File: src/rtl/lpt_ack_irq.sv
module lpt_ack_irq #(
  parameter bit ACK_RISE = 1'b1
) (
  input  logic       clk,
  input  logic       rst_n,
  input  logic       bidir_mode,
  input  logic [1:0] addr,
  input  logic       wr_en,
  input  logic [7:0] wdata,
  output logic [7:0] rdata,
  output logic [7:0] data_out,
  output logic       data_oe,
  input  logic [7:0] data_in,
  output logic [3:0] ctl_out,
  input  logic [3:0] status_in,
  input  logic       nack_in,
  output logic       irq
);
  logic [7:0] data_q;
  logic [3:0] ctl_q;
  logic       dir_q, ien_q, pend_q;
  logic       s1_q, s2_q, prev_q;

  wire wr_data = wr_en && addr == 2'd0;
  wire wr_stat = wr_en && addr == 2'd1;
  wire wr_ctl  = wr_en && addr == 2'd2;
  wire clr     = wr_stat && wdata[2];
  wire ien_d   = wr_ctl ? wdata[4] : ien_q;
  wire dir_eff = dir_q && bidir_mode;
  wire ack_edge = ACK_RISE ? (s2_q && !prev_q) : (!s2_q && prev_q);

  always_ff @(posedge clk) begin
    if (!rst_n) begin
      data_q <= '0;
      ctl_q  <= '0;
      dir_q  <= 1'b0;
      ien_q  <= 1'b0;
      pend_q <= 1'b0;
      s1_q   <= 1'b1;
      s2_q   <= 1'b1;
      prev_q <= 1'b1;
    end else begin
      s1_q   <= nack_in;
      s2_q   <= s1_q;
      prev_q <= s2_q;
      if (wr_data) data_q <= wdata;
      if (wr_ctl) begin
        ctl_q <= wdata[3:0];
        dir_q <= wdata[5] && bidir_mode;
      end
      ien_q  <= ien_d;
      pend_q <= ien_d && ((ien_q && ack_edge) || (pend_q && !clr));
    end
  end

  always_comb begin
    case (addr)
      2'd0:    rdata = dir_eff ? data_in : data_q;
      2'd1:    rdata = {!status_in[3], s2_q, status_in[2:0], pend_q, 2'b00};
      2'd2:    rdata = {2'b00, dir_eff, ien_q, ctl_q};
      default: rdata = 8'h00;
    endcase
  end

  assign data_out = data_q;
  assign data_oe  = !dir_eff;
  assign ctl_out  = ctl_q;
  assign irq      = pend_q;
endmodule

File: config.mk
export PLATFORM = sky130hd
export DESIGN_NAME = lpt_ack_irq
export DESIGN_NICKNAME = d
export VERILOG_FILES = /design/src/rtl/lpt_ack_irq.sv
export SDC_FILE = /design/constraint.sdc
export NUM_CORES = 1
export LEC_CHECK = 0
export BUFFER_PORTS_ARGS = -buffer_cell sky130_fd_sc_hd__buf_2
export CAP_MARGIN = 20
export CORE_ASPECT_RATIO = 1.1
export CORE_MARGIN = 2
export CORE_UTILIZATION = 40
export DETAILED_ROUTE_END_ITERATION = 12
export PLACE_DENSITY = 0.79
export SLEW_MARGIN = 30
export SYNTH_ARGS = -nofsm -noshare
export SYNTH_HDL_FRONTEND = slang
export SYNTH_SLANG_ARGS = --single-unit
File: constraint.sdc
create_clock -name clk -period 1.22 [get_ports clk]
set_clock_uncertainty 0.05 [all_clocks]
set_input_delay 0.244 -clock clk [delete_from_list [all_inputs] [get_ports clk]]
set_output_delay 0.244 -clock clk [all_outputs]
set_load 0.01 [all_outputs]
==> impl_metrics.csv, run 1 <==
group,metric,value,unit
timing,hold_violations,0,
detailed_routing,drc,0,
timing,slew_violations,0,
hold_path,hold_depth,2,
placement,place_ws,-0.1686,ns
synthesis,yosys_warnings,0,
synthesis,synth_cell_types,25,
synthesis,avgSynthCellArea,9.422,um^2
cells_and_area,area_delta_synth_final,45.66,%
synthesis,yosysSeqAreaShare,39.02,%
cells_and_area,diodes,0,
hold_path,hp-class,"input port to flip-flop",
placement,portBuffers,48,
setup_path,cp-end-kind,"output port",
hold_path,worstHoldStart,"nack_in",
global_route,grt_max_degree,15,
floorplan,fp.dieH,54.39,um
synthesis,syn-cell-area,923.4,um^2
detailed_routing,vias_per_cell,4.897,
timing,setup_slack,-0.3552,ns
synthesis,synth_area_leader_cell,"dfxtp_1",
synthesis,ys_top_cells_by_area,"dfxtp_1 (39%), mux2i_1 (16%), a211oi_1 (5.7%), nor2_1 (5.7%), nor2b_1 (4.1%)",
pwr,ir_worst_vdd,0.0007550,V
clock_network,clock_path_buffers,2,
detailed_routing,drt_pass1_iterations,4,
placement,placedInstanceArea,1249,um^2
synthesis,synth_nets,125,
clock_network,htree_levels,1,
timing,setup_viol,9,
outcome,status,"complete, but fails checks",
pwr,powerDensity,898.1,nW/um^2
floorplan,rows,18,
timing,finalCritPeriodShare,129.1,%
timing,period_needed,1.575,ns
placement,gp_congestion,0.7789,
pwr,p_total,1.208,mW
cells_and_area,nets,183,
outcome,violations,"setup timing",
floorplan,die_width,49.81,um
floorplan,start_util,41.84,%
placement,dp_hpwl,1785,um
placement,dp.cells,180,
setup_path,critPathKind,"flip-flop to output port",
timing,fmax,0.6348,GHz
detailed_routing,postRouteAntennaNets,0,
global_route,grt_pass1_wl,3567,um
detailed_routing,initialDrtViolationCount,8,
global_route,grt_use_total,17.21,%
detailed_routing,routed_wl,2301,um
clock_network,cts_buffers,3,
setup_path,worstPathMaxFanout,10,
timing,rsz0062_at_grt,"yes",
synthesis,synth-seq-cells,18,
setup_path,r2r_cells,4,
setup_path,timing.rr.start,"dir_q$_SDFFE_PN0P_",
clock_network,cts_tree,"built",
floorplan,ios,49,
global_route,grt.overflow.total,0,
floorplan,coreArea,2207,um^2
clock_network,clock-sinks,18,
clock_network,cts_root_buf,"clkbuf_4",
detailed_routing,wl_per_cell,12.44,um
cells_and_area,fin_area,1345,um^2
cells_and_area,stdcell_count,185,
run,cap_violations,0,
clock_network,clk_pin_slew,0.10,ns
synthesis,netlist.area_leader.share,39.02,%
setup_path,cp-startpoint,"dir_q$_SDFFE_PN0P_",
pwr,p_leak,0.6808,nW
timing,tns,-2.736,ns
setup_path,critPathLaunchType,"flip-flop",
detailed_routing,vias,906,
setup_path,critPathRequiredTime,0.93,ns
cells_and_area,drive_gt1_share,52.90,%
floorplan,die_area,2709,um^2
global_route,grt_antenna_before_repair,0,
timing,max-slew-margin-rel,79.89,%
timing,timing.hold.ws,0.07812,ns
cells_and_area,post-route-util,60.94,%
clock_network,clock_latency,0.29,ns
setup_path,critPathArrivalTime,1.28,ns
synthesis,postSynthCellCount,98,
timing,worstMarginPinSlew,0.3016,ns
global_route,grt_pass1_vias,830,
==> critical path, stage by stage, from the launching register on <==
cell      delay, ns
dfxtp_4        0.39
nand2_4        0.11
a211oi_2       0.26
o31ai_2        0.08
buf_2          0.14
==> placed cells by master (no fill, tap or decap), types with 4 or more instances in the layout <==
cell type	synthesis	routed
nor2b_1	6	6
nand2_1	4	4
mux2i_1	15	15
buf_2	2	48
dfxtp_1	18	17
a211oi_2	0	6
buf_4	0	10
nor2_1	14	14
==> kinds of logic (layout without fill, tap and decap cells) <==
logic type	after synthesis	in the layout	share of synthesized area (%)
AND/OR/NAND/NOR	43	43	27.24
flip-flops	18	18	39.02
AO/OA/AOI/OAI	15	15	11.92
multiplexers	15	15	16.26
buffers and inverters	7	64	5.555
==> metal layers <==
layer | share of wire (%) | GRT usage [%] | wire length, um
met5 | 0 | 0 | 0
met4 | 0.78 | 6.944 | 18
met3 | 6.0 | 2.459 | 139
met2 | 46 | 29.33 | 1060
met1 | 47 | 22.20 | 1083
==> layout make-up <==
class,instances,area [um^2]
flip-flops and latches,18,364.1
multi-input cells,73,576.8
fillers,205,862.1
repair buffers,59,326.6
well taps,30,37.54
clock buffers,4,36.28
inverters,1,3.754
==> synthesized netlist by cell type (all sizes together) <==
library cell  count
a211oi            7
a21oi             3
a22oi             1
and3              5
and3b             2
buf               5
clkbuf            1
dfxtp            18
inv               1
mux2i            15
nand2             5
nand2b            3
nand3b            2
nand4b            1
nor2             14
nor2b             6
nor3              3
nor3b             1
o31ai             3
o32ai             1
or2               1
==> power by group <==
part | total (mW) | switching (mW) | leakage (nW) | internal (mW)
Combinational | 0.230 | 0.113 | 0.512 | 0.117
Clock | 0.358 | 0.176 | 0.0210 | 0.182
Sequential | 0.620 | 0.0153 | 0.147 | 0.605
Total | 1.21 | 0.304 | 0.681 | 0.904
==> path summary, 6_finish.rpt <==
path,to,slack (ns)
worst max register to register,dir_q$_SDFFE_PN0P_,0.34
worst min-delay path,s1_q$_SDFF_PN1_,0.08
worst min register to register,s2_q$_SDFF_PN1_,0.38
worst max-delay path,rdata[4],-0.36
==> sequential cells by signal (all words and copies together), names as in the netlist <==
signal,count
ctl_out,4
data_out,8
dir_q,1
ien_q,1
irq,1
prev_q,1
s1_q,1
s2_q,1
==> what timing repair did <==
item	4_1_cts	5_1_grt
hold buffers	0	0
setup buffers	1	0
endpoints found under the setup margin	9	9
gates resized for setup	11	1
hold endpoints to repair	0	0
pin swaps	5	0
Note: power is estimated with default switching activity, not from simulation.
==> run 2: changes to the inputs <==
--- a/config.mk
+++ b/config.mk
@@ -7,7 +7,6 @@
 export LEC_CHECK = 0
 export BUFFER_PORTS_ARGS = -buffer_cell sky130_fd_sc_hd__buf_2
 export CAP_MARGIN = 20
-export CORE_ASPECT_RATIO = 1.1
 export CORE_MARGIN = 2
 export CORE_UTILIZATION = 40
 export DETAILED_ROUTE_END_ITERATION = 12
==> run 2 against run 1 <==
  * The flow still finishes with violations (setup timing)
  * Sequential cell count stayed put
  * Core utilization rose by 3.1 points
  * Clock-buffer cell count did not move
  * Die area barely moved
  * Critical path type unchanged
==> impl_metrics.csv, run 2 (synthesized netlist as in run 1, its figures left out) <==
group,metric,value,unit
timing,fmax,0.6125,GHz
global_route,grt_pass1_wl,4146,um
placement,dp_hpwl,1921,um
setup_path,critPathArrivalTime,1.34,ns
placement,dp.cells,180,
pwr,netSwitchingFraction,27.31,%
placement,gp_congestion,0.8693,
hold_path,hp-class,"input port to flip-flop",
global_route,grt_use_total,20.90,%
detailed_routing,vias,940,
setup_path,cp-end-kind,"output port",
timing,rsz0062_at_grt,"yes",
global_route,grt_antenna_before_repair,0,
detailed_routing,vias_per_cell,5.109,
floorplan,die_area,2709,um^2
timing,setup_slack,-0.4126,ns
cells_and_area,layout_commonest_cell,"buf_2",
timing,setup_viol,9,
clock_network,htree_levels,1,
setup_path,crit_end,"rdata[7]",
detailed_routing,routed_wl,2604,um
clock_network,clock_path_buffers,2,
pwr,p_seq_share,49.2,%
pwr,combPwrFrac,20.2,%
setup_path,critPathRequiredTime,0.93,ns
detailed_routing,initialDrtViolationCount,7,
floorplan,start_util,42.15,%
detailed_routing,wl_per_cell,14.15,um
setup_path,critPathKind,"flip-flop to output port",
clock_network,clock-sinks,18,
pwr,ir_worst_vdd,0.0006943,V
timing,finalCritPeriodShare,133.8,%
floorplan,fp.dieH,52.05,um
pwr,clkPwrFrac,30.6,%
floorplan,coreArea,2191,um^2
clock_network,clock_latency,0.30,ns
pwr,p_leak,0.6886,nW
pwr,internal-power,0.9173,mW
cells_and_area,area_delta_synth_final,51.90,%
global_route,grt_pass1_vias,928,
setup_path,r2r_slack,0.42,ns
setup_path,r2r_end,"irq$_SDFF_PN0_",
timing,max-slew-margin-rel,83.15,%
outcome,status,"complete, but fails checks",
clock_network,cts_tree,"built",
run,cap_violations,0,
pwr,p_sw,0.3447,mW
floorplan,ios,49,
timing,worstMarginPinSlew,0.2528,ns
floorplan,rows,17,
setup_path,worstPathMaxFanout,5,
pwr,powerDensity,899.7,nW/um^2
detailed_routing,postRouteAntennaNets,0,
placement,place_ws,-0.2057,ns
clock_network,clk_pin_slew,0.11,ns
clock_network,cts_root_buf,"clkbuf_4",
cells_and_area,stdcell_count,184,
timing,hold_violations,0,
global_route,grt_max_degree,14,
detailed_routing,drc,0,
clock_network,cts_buffers,3,
setup_path,cp-startpoint,"dir_q$_SDFFE_PN0P_",
timing,slew_violations,0,
cells_and_area,largest_register_ffs,8,
floorplan,die_width,52.05,um
cells_and_area,diodes,0,
global_route,grt.overflow.total,0,
placement,portBuffers,48,
setup_path,r2r_cells,2,
cells_and_area,final_cell_mix,"buf_2 (47), dfxtp_1 (17), mux2i_1 (15)",
detailed_routing,drt_pass1_iterations,4,
cells_and_area,n_fill_cell,178,
cells_and_area,nets,184,
setup_path,critPathLaunchType,"flip-flop",
cells_and_area,drive_gt1_share,55.13,%
clock_network,post_cts_buffers,0,
setup_path,timing.rr.start,"ien_q$_SDFF_PN0_",
timing,period_needed,1.633,ns
outcome,violations,"setup timing",
[run 2: power by group through the flow]
stage                     Sequential [mW]  Combinational, mW  Clock [mW]
after floorplan                     0.637              0.116           0
after global placement              0.632              0.229           0
after detailed placement            0.633              0.233           0
after CTS                           0.620              0.246       0.383
after global routing                0.623              0.275       0.415
final                               0.621              0.255       0.386
[run 2: metrics by stage]
stage          util, %  area (um^2)  total power, mW  TNS (ns)  hold WS [ns]
3_5_place_dp     58.14         1274           0.8668    -2.077        0.3454
3_3_place_gp     58.14         1274           0.8607    -1.734        0.3416
6_report         64.02         1403            1.262    -3.117       0.07122
2_1_floorplan        -        943.4           0.7529  -0.09136        0.2670
4_1_cts          62.59         1371            1.249    -2.938       0.07202
5_1_grt          64.02         1403            1.314    -3.471       0.06725
[run 2: worst min path at each step]
stage	end	cells after the start	slack (ns)	startpoint
after floorplan	s1_q$_SDFF_PN1_	1	0.27	rst_n
after global placement	s2_q$_SDFF_PN1_	1	0.34	s1_q$_SDFF_PN1_
after detailed placement	s2_q$_SDFF_PN1_	1	0.35	s1_q$_SDFF_PN1_
after CTS	s1_q$_SDFF_PN1_	2	0.07	nack_in
after global routing	s1_q$_SDFF_PN1_	2	0.07	nack_in
final	s1_q$_SDFF_PN1_	2	0.07	nack_in
[run 2: worst max-delay path, stage by stage (launching register included)]
cell and delay (ns):
dfxtp_4 0.42, buf_6 0.11, and3_4 0.17, a211oi_2 0.04, a211oi_2 0.14, buf_2 0.15
[run 2: final cells by class]
cell class,count,area [um^2],area share (%)
inverter,1,3.754,0.2676
tap,28,35.03,2.498
clock buffer,4,36.28,2.587
timing repair buffer,60,352.8,25.16
sequential,18,364.1,25.96
multi-input combinational,73,610.6,43.53
[run 2: metal layers]
metal / share of wire, % / global-route usage [%]
met1: 43 / 25.40
met2: 51 / 36.50
met3: 3.6 / 1.724
met4: 2.9 / 10.53
met5: 0 / 0
[run 2: repair_timing]
item                       4_1_cts  5_1_grt
pin swaps                       10        2
setup endpoints to repair        9        9
gates resized for setup         13        5
hold buffers                     0        0
